**config.mk**
```make
export PLATFORM = sky130hd
export DESIGN_NAME = xbus_area_ctrl
export DESIGN_NICKNAME = d
export VERILOG_FILES = /design/src/rtl/xbus_pkg.sv /design/src/rtl/xbus_decode.sv /design/src/rtl/xbus_seq.sv /design/src/rtl/xbus_pins.sv /design/src/rtl/xbus_area_ctrl.sv
export SDC_FILE = /design/constraint.sdc
export NUM_CORES = 1
export LEC_CHECK = 0
export BUFFER_PORTS_ARGS = -buffer_cell sky130_fd_sc_hd__buf_2
export CORE_MARGIN = 5
export CORE_UTILIZATION = 25
export DETAILED_ROUTE_END_ITERATION = 10
export GPL_TIMING_DRIVEN = 1
export PLACE_DENSITY_LB_ADDON = 0.1
export SYNTH_ARGS = -nofsm -noshare
export SYNTH_HDL_FRONTEND = slang
export SYNTH_SLANG_ARGS = --single-unit
export TNS_END_PERCENT = 5
```
**constraint.sdc**
```tcl
create_clock -name clk -period 4 [get_ports clk]
set_input_delay 1.2 -clock clk [delete_from_list [all_inputs] [get_ports clk]]
set_output_delay 1.2 -clock clk [all_outputs]
set_load 0.005 [all_outputs]
```
**src/rtl/xbus_pkg.sv**
```systemverilog
package xbus_pkg;
  localparam int LANES    = 4;
  localparam int WCODE_W  = 3;
  localparam int TSEL_W   = 2;
  localparam int MAX_WAIT = 10;
  localparam int CNT_W    = $clog2(2 * MAX_WAIT + 2);

  typedef enum logic [2:0] {
    ST_IDLE,
    ST_SETUP,
    ST_STROBE,
    ST_HOLD,
    ST_RESP
  } seq_state_t;

  typedef enum logic [1:0] {
    K_NONE,
    K_MEM,
    K_CARD_MEM,
    K_CARD_IO
  } cyc_kind_t;

  typedef struct packed {
    logic               err;
    logic               area_hi;
    cyc_kind_t          kind;
    logic               write;
    logic [LANES-1:0]   lanes;
    logic               ce1;
    logic               ce2;
    logic [TSEL_W-1:0]  setup;
    logic [TSEL_W-1:0]  hold;
    logic [WCODE_W-1:0] wcode;
  } cyc_desc_t;

  // Wait code to wait cycles: linear up to 4, then steps of two up to the cap.
  function automatic logic [CNT_W-1:0] wait_cycles(input logic [WCODE_W-1:0] code);
    logic [CNT_W-1:0] r;
    case (code)
      3'd5:    r = CNT_W'(6);
      3'd6:    r = CNT_W'(8);
      3'd7:    r = CNT_W'(MAX_WAIT);
      default: r = CNT_W'(code);
    endcase
    return r;
  endfunction
endpackage

```
**src/rtl/xbus_decode.sv**
```systemverilog
module xbus_decode
  import xbus_pkg::*;
#(
  parameter logic [2:0] SEL_LO = 3'b101,
  parameter logic [2:0] SEL_HI = 3'b110
) (
  input  logic [3:0]            addr_hi4,
  input  logic                  write,
  input  logic [1:0]            size,
  input  logic [LANES-1:0]      be,
  input  logic [1:0]            cfg_card,
  input  logic [3:0]            cfg_width,
  input  logic [2*WCODE_W-1:0]  cfg_wait,
  input  logic [2*TSEL_W-1:0]   cfg_setup,
  input  logic [2*TSEL_W-1:0]   cfg_hold,
  output cyc_desc_t             desc
);
  logic [2:0]       sel;
  logic             hit_lo, hit_hi, card, half;
  logic [1:0]       wf, port_w, need_w;
  logic [LANES-1:0] pmask;

  always_comb begin
    sel    = addr_hi4[3:1];
    half   = addr_hi4[0];
    hit_lo = (sel == SEL_LO);
    hit_hi = (sel == SEL_HI);
    card   = hit_hi ? cfg_card[1] : cfg_card[0];
    wf     = hit_hi ? cfg_width[3:2] : cfg_width[1:0];
    if (card) port_w = (wf == 2'b00) ? 2'd0 : 2'd1;
    else      port_w = wf[1] ? 2'd2 : {1'b0, wf[0]};
    need_w = size[1] ? 2'd2 : {1'b0, size[0]};
    case (port_w)
      2'd0:    pmask = LANES'(4'b0001);
      2'd1:    pmask = LANES'(4'b0011);
      default: pmask = '1;
    endcase

    desc         = '0;
    desc.err     = !(hit_lo || hit_hi) || (need_w > port_w) || (card && hit_lo && half);
    desc.area_hi = hit_hi;
    desc.write   = write;
    if (desc.err)             desc.kind = K_NONE;
    else if (!card)           desc.kind = K_MEM;
    else if (hit_hi && half)  desc.kind = K_CARD_IO;
    else                      desc.kind = K_CARD_MEM;
    desc.lanes = be & pmask;
    desc.ce1   = card && ((port_w == 2'd0) || be[0]);
    desc.ce2   = card && (port_w == 2'd1) && be[1];
    desc.setup = hit_hi ? cfg_setup[2*TSEL_W-1:TSEL_W] : cfg_setup[TSEL_W-1:0];
    desc.hold  = hit_hi ? cfg_hold[2*TSEL_W-1:TSEL_W]  : cfg_hold[TSEL_W-1:0];
    desc.wcode = hit_hi ? cfg_wait[2*WCODE_W-1:WCODE_W] : cfg_wait[WCODE_W-1:0];
  end
endmodule

```
**src/rtl/xbus_seq.sv**
```systemverilog
module xbus_seq
  import xbus_pkg::*;
#(
  parameter int ADDR_W = 32
) (
  input  logic              clk,
  input  logic              rst_n,
  input  logic              req_valid,
  input  logic [ADDR_W-1:0] req_addr,
  input  cyc_desc_t         desc_in,
  input  logic              ext_wait,
  input  logic              rsp_ready,
  output logic              req_ready,
  output logic              rsp_valid,
  output logic              rsp_err,
  output seq_state_t        state,
  output cyc_desc_t         cur,
  output logic [ADDR_W-1:0] addr_q
);
  logic [CNT_W-1:0] cnt;
  logic [CNT_W-1:0] wt;
  logic [CNT_W-1:0] setup_end, strobe_end, hold_end;

  // Phase ends in half bus cycles: odd for setup and hold, even length for the strobe.
  assign wt         = wait_cycles(cur.wcode);
  assign setup_end  = CNT_W'({cur.setup, 1'b0});
  assign strobe_end = {wt[CNT_W-2:0], 1'b1};
  assign hold_end   = CNT_W'({cur.hold, 1'b0});

  assign req_ready = (state == ST_IDLE);
  assign rsp_valid = (state == ST_RESP);
  assign rsp_err   = cur.err;

  always_ff @(posedge clk) begin
    if (!rst_n) begin
      state  <= ST_IDLE;
      cnt    <= '0;
      cur    <= '0;
      addr_q <= '0;
    end else begin
      case (state)
        ST_IDLE: begin
          if (req_valid) begin
            cur <= desc_in;
            cnt <= '0;
            if (desc_in.err) begin
              state <= ST_RESP;
            end else begin
              addr_q <= req_addr;
              state  <= ST_SETUP;
            end
          end
        end
        ST_SETUP: begin
          if (cnt == setup_end) begin
            cnt   <= '0;
            state <= ST_STROBE;
          end else begin
            cnt <= cnt + 1'b1;
          end
        end
        ST_STROBE: begin
          if (cnt != strobe_end) begin
            cnt <= cnt + 1'b1;
          end else if (!ext_wait) begin
            cnt   <= '0;
            state <= ST_HOLD;
          end
        end
        ST_HOLD: begin
          if (cnt == hold_end) state <= ST_RESP;
          else                 cnt   <= cnt + 1'b1;
        end
        ST_RESP: begin
          if (rsp_ready) state <= ST_IDLE;
        end
        default: state <= ST_IDLE;
      endcase
    end
  end
endmodule

```
**src/rtl/xbus_pins.sv**
```systemverilog
module xbus_pins
  import xbus_pkg::*;
(
  input  seq_state_t       state,
  input  logic             area_hi,
  input  cyc_kind_t        kind,
  input  logic             write,
  input  logic [LANES-1:0] lanes,
  input  logic             ce1,
  input  logic             ce2,
  output logic [1:0]       cs_area,
  output logic             rd_oe,
  output logic [LANES-1:0] we_lane,
  output logic [1:0]       card_ce1,
  output logic [1:0]       card_ce2,
  output logic             card_oe,
  output logic             card_we,
  output logic             io_rd,
  output logic             io_wr
);
  logic busy, strb, is_card;

  assign busy    = (state == ST_SETUP) || (state == ST_STROBE) || (state == ST_HOLD);
  assign strb    = (state == ST_STROBE);
  assign is_card = (kind == K_CARD_MEM) || (kind == K_CARD_IO);

  for (genvar a = 0; a < 2; a++) begin : g_area
    logic mine;
    assign mine        = busy && (area_hi == 1'(a));
    assign cs_area[a]  = mine && (kind == K_MEM);
    assign card_ce1[a] = mine && is_card && ce1;
    assign card_ce2[a] = mine && is_card && ce2;
  end

  assign rd_oe   = strb && (kind == K_MEM) && !write;
  assign we_lane = (strb && (kind == K_MEM) && write) ? lanes : '0;
  assign card_oe = strb && (kind == K_CARD_MEM) && !write;
  assign card_we = strb && (kind == K_CARD_MEM) && write;
  assign io_rd   = strb && (kind == K_CARD_IO) && !write;
  assign io_wr   = strb && (kind == K_CARD_IO) && write;
endmodule

```
**src/rtl/xbus_area_ctrl.sv**
```systemverilog
module xbus_area_ctrl
  import xbus_pkg::*;
#(
  parameter int         ADDR_W  = 32,
  parameter int         SEL_LSB = 26,
  parameter logic [2:0] SEL_LO  = 3'b101,
  parameter logic [2:0] SEL_HI  = 3'b110
) (
  input  logic              clk,
  input  logic              rst_n,
  input  logic              req_valid,
  output logic              req_ready,
  input  logic [ADDR_W-1:0] req_addr,
  input  logic              req_write,
  input  logic [1:0]        req_size,
  input  logic [3:0]        req_be,
  output logic              rsp_valid,
  input  logic              rsp_ready,
  output logic              rsp_err,
  input  logic [1:0]        cfg_card,
  input  logic [3:0]        cfg_width,
  input  logic [5:0]        cfg_wait,
  input  logic [3:0]        cfg_setup,
  input  logic [3:0]        cfg_hold,
  input  logic              ext_wait,
  output logic [ADDR_W-1:0] bus_addr,
  output logic [1:0]        cs_area,
  output logic              rd_oe,
  output logic [3:0]        we_lane,
  output logic [1:0]        card_ce1,
  output logic [1:0]        card_ce2,
  output logic              card_oe,
  output logic              card_we,
  output logic              io_rd,
  output logic              io_wr
);
  localparam int HALF_BIT = SEL_LSB - 1;

  cyc_desc_t  desc, cur;
  seq_state_t state;

  xbus_decode #(.SEL_LO(SEL_LO), .SEL_HI(SEL_HI)) u_dec (
    .addr_hi4  (req_addr[SEL_LSB+2:HALF_BIT]),
    .write     (req_write),
    .size      (req_size),
    .be        (req_be),
    .cfg_card  (cfg_card),
    .cfg_width (cfg_width),
    .cfg_wait  (cfg_wait),
    .cfg_setup (cfg_setup),
    .cfg_hold  (cfg_hold),
    .desc      (desc)
  );

  xbus_seq #(.ADDR_W(ADDR_W)) u_seq (
    .clk       (clk),
    .rst_n     (rst_n),
    .req_valid (req_valid),
    .req_addr  (req_addr),
    .desc_in   (desc),
    .ext_wait  (ext_wait),
    .rsp_ready (rsp_ready),
    .req_ready (req_ready),
    .rsp_valid (rsp_valid),
    .rsp_err   (rsp_err),
    .state     (state),
    .cur       (cur),
    .addr_q    (bus_addr)
  );

  xbus_pins u_pins (
    .state    (state),
    .area_hi  (cur.area_hi),
    .kind     (cur.kind),
    .write    (cur.write),
    .lanes    (cur.lanes),
    .ce1      (cur.ce1),
    .ce2      (cur.ce2),
    .cs_area  (cs_area),
    .rd_oe    (rd_oe),
    .we_lane  (we_lane),
    .card_ce1 (card_ce1),
    .card_ce2 (card_ce2),
    .card_oe  (card_oe),
    .card_we  (card_we),
    .io_rd    (io_rd),
    .io_wr    (io_wr)
  );
endmodule

```
Yosys cells after proc, flatten, opt, wreduce, memory -nomap -nowiden --
Cells that the tools add are included.
Storage, ports and cells: bits in latches 0, word-level logic and storage cells 113, bits of input ports 64, ROM bits 0, memories kept 0, output and inout bits 50, bits in registers 58, memory bits (writable) 0
Operators by class: shift operators 0, order comparisons 1, divide/modulo/power cells 0, $mul 0, reductions and logical operators 42, add/subtract/negate cells 1, eq/ne operators 24, mux-type cells 29, bitwise gates (word level) 3
Operators by type and width (number):
- $logic_and 1x1->1 | 25
- $mux 5 | 5
- $mux 3 | 8
- $pmux 5 s4 | 1
- $eq 3x3->1 const B | 6
- $mux 2 | 8
- $pmux 3 s5 | 1
- $ne 2x2->1 const B | 6
- $pmux 4 s3 | 1
- $eq 5x3->1 | 2
- $pmux 4 s2 | 1
- $logic_or 1x1->1 | 7
- $eq 3x2->1 const B | 2
- $reduce_and 6->1 | 1
- $add 5x1->5 const B | 1
- $ne 5x5->1 | 1
- $and 4x4->4 | 1
- $eq 2x1->1 const B | 2
- $eq 2x2->1 const B | 2
- $logic_not 2->1 | 2
- $mux 4 | 1
- $reduce_and 4->1 | 1
- $reduce_bool 4->1 | 1
- $eq 3x1->1 const B | 1
- 9 further kinds | 13

Depth between registers and ports, before layout --
Gate-level depths: netlist of run 1.
depth in word-level cells 11, depth in mapped cells 16, depth with buffers taken out 12

By module --
From an unflattened synthesis of run 1, not the netlist that was laid out.
Unflattened totals: cells, all modules 385, area, all modules 2937.8 um2
By module, submodules not included:
- xbus_seq | times used 1, cells an instance 305, seq. area each 1161.1 um2, area each 2423.6 um2
- xbus_decode | times used 1, cells an instance 55, seq. area each 0.0 um2, area each 337.8 um2
- xbus_pins | times used 1, cells an instance 25, seq. area each 0.0 um2, area each 176.4 um2

Least setup slack after synthesis of run 1 --
OpenSTA, ideal clock, no wires.
path type input to register, start point input req_addr[26], end point register u_seq.addr_q[26], data arrival time 3.669 ns, stages on the path 15, path buffers 3, library setup time 0.070 ns, data required time 3.930 ns, slack 0.261 ns, cells stage by stage and2b_1 > buf_4 > nand2_1 > mux2_2 > a21oi_1 > inv_1 > ha_1 > nor2b_1 > o21ai_0 > o211a_1 > and2_1 > buf_2 > buf_2 > o21ai_0 > a21oi_1
On the way: cells in the longest elaborated chain, start to end 10, elaborated cells between the ends (all ways) 17, those cells by class 1 x order compare; 2 x eq/ne; 5 x mux; 1 x bitwise; 8 x reduce/logical
RTL lines:
- start, declared | RTL line xbus_area_ctrl.sv:13 | input logic [ADDR_W-1:0] req_addr,
- $eq 3x3->1 | RTL line xbus_decode.sv:27 | hit_hi = (sel == SEL_HI);
- $mux 2 | RTL line xbus_decode.sv:29 | wf = hit_hi ? cfg_width[3:2] : cfg_width[1:0];
- $logic_not 2->1 | RTL line xbus_decode.sv:30 | if (card) port_w = (wf == 2'b00) ? 2'd0 : 2'd1;
- $mux 1 | RTL line xbus_decode.sv:30
- $mux 2 | RTL line xbus_decode.sv:30
- $gt 2x2->1 | RTL line xbus_decode.sv:40 | desc.err = !(hit_lo || hit_hi) || (need_w > port_w) || (card && hit_lo && half);
- $logic_or 1x1->1 (2 in a row) | RTL line xbus_decode.sv:40
- $not 1->1 (no source line)
- $reduce_and 3->1 (no source line)
- end signal, assigned | RTL line xbus_seq.sv:49 | addr_q <= req_addr;
- end, declared | RTL line xbus_seq.sv:18 | output logic [ADDR_W-1:0] addr_q
Parallel ways exist; a longest one is shown, timed or not. A chain may end at the register's enable or synchronous reset.

Worst setup path after layout of run 1 --
start point input req_addr[27], end point register u_seq.addr_q[26]
On the way: cells in the longest elaborated chain, start to end 10, elaborated cells between the ends (all ways) 17, those cells by class 1 x order compare; 2 x eq/ne; 5 x mux; 1 x bitwise; 8 x reduce/logical
RTL lines (RTL line):
- $eq 3x3->1 | xbus_decode.sv:27
- $mux 2 | xbus_decode.sv:29
- $logic_not 2->1 | xbus_decode.sv:30
- $mux 1 | xbus_decode.sv:30
- $mux 2 | xbus_decode.sv:30
- $gt 2x2->1 | xbus_decode.sv:40
- $logic_or 1x1->1 | xbus_decode.sv:40
- $logic_or 1x1->1 (*) | xbus_decode.sv:40
- $not 1->1 (no source line) (*)
- $reduce_and 3->1 (no source line) (*)
Every way passes the cells marked *; elsewhere a longest branch is shown, timed or not.

==> impl_results.md, run 1 <==
* Clk sinks at 58
* Largest net degree at the start of global routing at 58
* CTS tree: done
* Drt pass-1 iters at 4
* Fin nets at 535
* DRC at 0
* Wire per inst at 14.2 µm
* Post-synth EDFFs at 0
* Largest cells by area after synthesis: dfxtp_1 (40%), nand2_1 (12%), a21boi_0 (10%)
* GRT Overall Usage at 12.8%
* Reg2reg path depth at 6
* Avg Inst Size Synth at 8.01 µm²
* Netlist cell types at 48
* Crit-path cells: buf_2 > and2b_1 > nand2_1 > mux2_2 > a21oi_1 > inv_1 > ha_1 > nor2b_1 > o21ai_0 > o211a_1 > and2_1 > buf_12 > o21ai_0 > a21oi_1
* Worst Setup Path Type: primary input to flip-flop
* Critical Path RT at 4250 ps
* Core area at 11,400 µm²
* Layout cells sized above 1 at 31.1%
* Row cnt at 39
* Vias in the first global route at 2,944
* Die ar. at 13,800 µm²
* Vias per cell at 4.64
* Setup Viol. Count Final at 0
* RSZ-0062 raised after global routing: false
* CTS H-tree depth at 3
* Netlist Area Pre-Place at 2890 µm²
* Leakage at 1.76 nW
* Seq cells post-synth at 58
* Async SR Flop Fraction at 0%
* CP Launch Type: primary input
* PwrDens at 427 nW/µm²
* TritonCTS buffer count at 9
* Dpl cell area at 3590 µm²
* Hold Path Depth at 2
* IO Pins at 114
* Worst Max-Slew Pin Slew at 610 ps
* Status: finished clean
* Yosys warns at 0
* Cell count after synthesis at 361
* Min Tclk post-route at 3310 ps
* Setup TNS at 0 ps
* Net Count, Synth at 428
* Final Hold Fails at 0
* P&R area growth vs syn at 34.2%
* Antenna violations before repair at 1
* CTS clk-pin slew, worst paths at 50 ps
* Max cap viols at 0
* Final Max Slew Viols at 0
* Port Buffers at 113
* Global-route wire length before repair at 14,500 µm
* Setup bufs post-CTS at 0
* CP max FO at 34
* GRT overflow at 0
* Dpl hpwl at 6350 µm
* Seq/Total Area, Yosys at 40.2%
* Max Clk Rate at 0.302 GHz
* Pre-CTS WS at 336 ps
* Fin area at 3880 µm²
* Critical path's largest stage delay at 390 ps
* Final WL at 8770 µm
* Clock root cell: clkbuf_16
* Max clock buf depth at 2
* Final Cycle Share at 82.6%
* Total chip power at 0.00166 W
* Hold buffer count at cts at 0
* Stages on the worst setup path at 14
* Max_slew headroom at 58.9%
* Delay-heaviest family, CP: compound AO/OA/AOI/OAI gates
* Cell taking the most area after synthesis: dfxtp_1
* Diode count at 0
* Hold WS at 461 ps
* Slowest-stage cell, CP: mux2_2
* Clock Skews at 2.58 ps
* Die H at 118 µm
* Die X at 118 µm
* VDD IR max at 0.170 mV
* Routed Antenna Nets at 0
* Buf/Inv on CP at 3
* Routability Congestion at 0.741
* Ys flop type: dfxtp_1
* Synth top area share at 40.2%
* Crit. End Element: flip-flop
* Final WS setup at 694 ps
* Initial core utilization at 25.4%
* First DRT Iteration DRCs at 132
* Layout fillers at 1,249
* Arr. time, crit path at 3560 ps
* Worst Hold Class: flip-flop to flip-flop
* CTS resizes at 0
* Clock latency on the worst-skew pair at 320 ps
* Total number of vias at 2,857
==> cells in the final DEF (no fill, tap or decap), types with 3 or more instances in the layout <==
cell	instances
ha_1	3
nand3_1	23
nor2_1	18
nand2_1	94
a21boi_0	40
buf_4	7
inv_1	7
o21ai_0	8
clkbuf_16	9
buf_2	113
nor2b_1	3
and3_1	4
nand2b_1	4
xor2_1	5
a21oi_1	4
clkinv_2	4
dfxtp_1	58
o211a_1	8
nor4_1	6
and2_1	9
o211ai_1	3
nor3_1	6
==> registers in the layout (all words and copies together), names as in the netlist <==
name           count
u_seq.cnt          5
u_seq.rsp_err      1
u_seq.state        3
u_seq.cur         17
u_seq.addr_q      32
==> cells in the mapped netlist (all sizes together) (2+ instances only) <==
cell,count
mux2i,2
ha,3
and3,4
nor3,7
a21oi,4
o21a,2
o21ai,8
buf,10
a21boi,40
nand3,23
a211o,2
xor2,5
dfxtp,58
nand2,94
nor2,19
mux2,2
inv,7
a221o,2
a311o,2
nor4,8
and2,10
nor2b,3
a31o,2
o211ai,3
o211a,8
clkbuf,15
nand2b,4
==> stage by stage <==
step	cells	utilization (%)
floorplan	361	-
global placement	600	31.6
detailed placement	600	31.6
CTS	616	34.1
global route	616	34.1
finish	616	34.1
==> path summary, 6_finish.rpt <==
path / start / endpoint / slack (ps)
max: req_addr[27] / u_seq.addr_q[26] / 690
min reg2reg: u_seq.addr_q[4] / u_seq.addr_q[4] / 460
min: u_seq.addr_q[4] / u_seq.addr_q[4] / 460
max reg2reg: u_seq.cur[2] / u_seq.cnt[2] / 1940
==> logic make-up after synthesis <==
kind of cell / after synthesis / synth area share (%)
muxes: 4 / 1.47
AOI/OAI and AO/OA: 81 / 21.9
xor gates and xnor gates: 5 / 1.52
and+or+nand+nor: 178 / 28.7
buffers and inverters: 32 / 4.94
DFF: 58 / 40.2
adders and majority gates: 3 / 1.30
==> tightest hold or removal path: stages (launching register included) <==
cell      delay, ps
dfxtp_1         300
nand2_1          40
a21boi_0         60
==> report_power, final <==
| part | internal, W | switching (W) | total [W] |
|---|---|---|---|
| Clock | 0.000477 | 0.000265 | 0.000742 |
| Combinational | 0.000119 | 0.000141 | 0.000260 |
| Sequential | 0.000614 | 0.0000404 | 0.000655 |
==> final cells by class <==
class	count	area (µm²)	area share [%]
Timing Repair Buffer	121	638	16.5
Clock inverter	6	57.6	1.48
Sequential cell	58	1160	29.9
Tap cell	143	179	4.61
Multi-Input combinational cell	271	1590	40.9
Inverter	7	26.3	0.678
Clock buffer	10	229	5.91
==> metal layers <==
layer / track usage (%) / up-vias / share of wire, %
met1: 15.3 / 1314 / 45
met5: 0 / - / 0.080
met2: 21.0 / 67 / 47
met4: 4.95 / 2 / 1.6
met3: 4.61 / 12 / 6.5
li1: - / 1462 / -
Note: power is estimated with default switching activity, not from simulation.
==> run 2, diff against run 1 <==
ABC_AREA = 1   (was unset)
clock period = 3.1 ns   (was 4 ns; I/O delays follow)
==> run 2 against run 1 <==
Non-clock buffer count rose by 8. Area after synthesis is 0.69% lower. Highest routed layer is now met4. Critical endpoint is now u_seq.addr_q[27]. Global-route usage rose by 0.23 points. Utilization grew 1.4 points. First-iteration DRC count down 33%. Register-to-register slack worse by 750 ps.
==> impl_results.md, run 2 <==
* Status: finished clean
* Clock root cell: clkbuf_16
* Vias in the first global route at 2,915 (-0.99%)
* Setup TNS at 0 ps (unchanged)
* Ys flop type: dfxtp_1
* Top Registers: u_seq.addr_q: 32 flops, u_seq.cur: 17 flops, u_seq.cnt: 5 flops
* Layout cells sized above 1 at 28.9% (-2.2 points)
* Core area at 11,300 µm² (-0.43%)
* Cell count after synthesis at 426 (+18%)
* Wire per inst at 12.8 µm (-9.9%)
* DRC at 0 (unchanged)
* Final Max Slew Viols at 0 (unchanged)
* Worst Max-Slew Pin Slew at 733 ps (+122 ps)
* Arr. time, crit path at 3130 ps (-430 ps)
* Clock latency on the worst-skew pair at 320 ps (about the same)
* Seq/Total Area, Yosys at 40.5% (+0.28 points)
* Dpl hpwl at 6720 µm (+5.9%)
* HP Start: u_seq.cur[9]
* Max cap viols at 0 (unchanged)
* Post-synth top cells: nor2_1 (95), nand2_1 (80), dfxtp_1 (58)
* Final WS setup at 223 ps (-471 ps)
* Avg Inst Size Synth at 6.74 µm² (-16%)
* Final WL at 8930 µm (+1.9%)
* Max Clk Rate at 0.348 GHz
* Netlist cell types at 30 (-38%)
* Net Count, Synth at 493 (+15%)
* Die ar. at 13,700 µm² (-0.63%)
* Fin area at 4020 µm² (+3.6%)
* CTS clk-pin slew, worst paths at 60 ps (about the same)
* Final Cycle Share at 92.8%
* Synth top area share at 40.5% (+0.28 points)
* Clk sinks at 58 (unchanged)
* CP Launch Type: primary input
* Worst Setup Path Type: primary input to flip-flop
* Setup Viol. Count Final at 0 (unchanged)
* R2R Path Start: u_seq.state[0]
* VDD IR max at 0.268 mV (+58%)
* Total number of vias at 3,043 (+6.5%)
* P&R area growth vs syn at 40.0%
* Antenna violations before repair at 0 (-1)
* First DRT Iteration DRCs at 89 (-33%)
* Port Buffers at 113 (unchanged)
* Max clock buf depth at 2 (unchanged)
* Leakage at 2.06 nW (+17%)
* Cell taking the most area after synthesis: dfxtp_1
* Clock Skews at 5.92 ps (+3.34 ps)
* Post-synth EDFFs at 0 (unchanged)
* Seq cells post-synth at 58 (unchanged)
* Final Core Density at 35.5% (+1.4 points)
* Global-route wire length before repair at 14,000 µm (-3.3%)
* GRT Overall Usage at 13.1% (+0.23 points)
* Dpl cell area at 3610 µm² (+0.42%)
* Fin nets at 616 (+15%)
* Worst Hold Class: flip-flop to flip-flop
* Initial core utilization at 25.4% (-0.067 points)
* CTS H-tree depth at 3 (unchanged)
* Die H at 117 µm (-0.31%)
* Crit. End Element: flip-flop
* Crit path from: req_addr[26]
* Vias per cell at 4.37 (-5.9%)
* Max FFs per register at 32 (unchanged)
* Diode count at 0 (unchanged)
* Netlist Area Pre-Place at 2870 µm² (-0.69%)
* Top reg by flops: u_seq.addr_q
* Min Tclk post-route at 2880 ps
* Routability Congestion at 0.803 (+8.5%)
* Final Hold Fails at 0 (unchanged)
* Worst R2R Setup Slack at 1190 ps (-750 ps)
* Row cnt at 39 (unchanged)
* Most common cell in the synthesized netlist: nor2_1
* GRT overflow at 0 (unchanged)
* Async SR Flop Fraction at 0% (unchanged)
* Yosys warns at 0 (unchanged)
* Pre-CTS WS at -243 ps (-579 ps)
* Critical Path RT at 3350 ps (-900 ps)
* Largest cells by area after synthesis: dfxtp_1 (40%), nor2_1 (12%), nand2_1 (10%)
* Max_slew headroom at 51.1% (-7.8 points)
* Largest net degree at the start of global routing at 31 (-47%)
* TritonCTS buffer count at 9 (unchanged)
* CP max FO at 6 (-82%)
* Setup bufs post-CTS at 0 (unchanged)
* Drt pass-1 iters at 4 (unchanged)
* Commonest non-fill, non-tap cells in the layout: buf_2 (113), nor2_1 (95), nand2_1 (80), dfxtp_1 (58), inv_1 (48)
* Hold buffer count at cts at 0 (unchanged)
* CTS tree: done
* Commonest non-fill, non-tap cell in the layout: buf_2
* Die X at 117 µm (-0.31%)
* Routed Antenna Nets at 0 (unchanged)
* IO Pins at 114 (unchanged)
* PwrDens at 682 nW/µm² (+59%)
[run 2: cells by family (layout without fill, tap and decap cells)]
family / Yosys count / in the layout / synth area share, %
compound gates: 69 / 69 / 12.9
xor+xnor: 6 / 6 / 1.83
fa+ha+maj: 3 / 3 / 1.31
buf+inv: 68 / 196 / 10.6
flops: 58 / 58 / 40.5
simple gates: 222 / 222 / 32.8
[run 2: cell type report]
type / instances / area [µm²]
fill: 1269 / 7300
multi-input combinational: 300 / 1420
sequential: 58 / 1160
timing repair buffer: 129 / 741
clock buffer: 9 / 225
inverter: 51 / 196
tap: 143 / 179
clock inverter: 7 / 101
[run 2: final timing paths]
path,endpoint,cells past startpoint
worst max-delay path,u_seq.addr_q[27],18
worst min-delay path,u_seq.cur[9],2
worst max register to register,u_seq.cur[7],9
worst min register to register,u_seq.cur[9],2
[run 2: worst max-delay path: stages]
cell	delay (ps)
buf_2	120
inv_2	70
nand3_4	90
or2_2	280
o21ai_0	100
nand2_1	100
nand2_1	70
inv_1	40
ha_1	250
nand2_1	40
o21ai_1	60
nand2_1	90
nor2_2	150
nand2_2	110
nor2_8	250
buf_8	150
o21ai_0	60
a21oi_1	150
[run 2: repair_timing]
item	CTS	global route
resized for setup	0	13
endpoints found under the hold margin	0	0
setup endpoints to repair	0	32
[run 2: report_power, final]
| group | leakage (nW) | internal, W | switching [W] |
|---|---|---|---|
| Combinational | 1.44 | 0.000272 | 0.000421 |
| Sequential | 0.472 | 0.000864 | 0.000101 |
| Clock | 0.153 | 0.000710 | 0.000371 |
[run 2: per-layer routing]
metal	wire length, µm	share of wire (%)	vias to the layer above	GRT usage (%)
met3	620	6.9	8	5.45
met4	147	1.6	0	3.98
met2	4170	47	75	20.4
li1	-	-	1599	-
met5	0	0	-	0
met1	4000	45	1361	16.5
[run 2: stage by stage]
stage	std cells	total power, W	hold WS [ps]
after CTS	695	0.00277	464
final	697	0.00274	463
after floorplan	426	0.00143	430
after global placement	679	0.00166	448
after detailed placement	679	0.00167	456
after global routing	697	0.00294	480
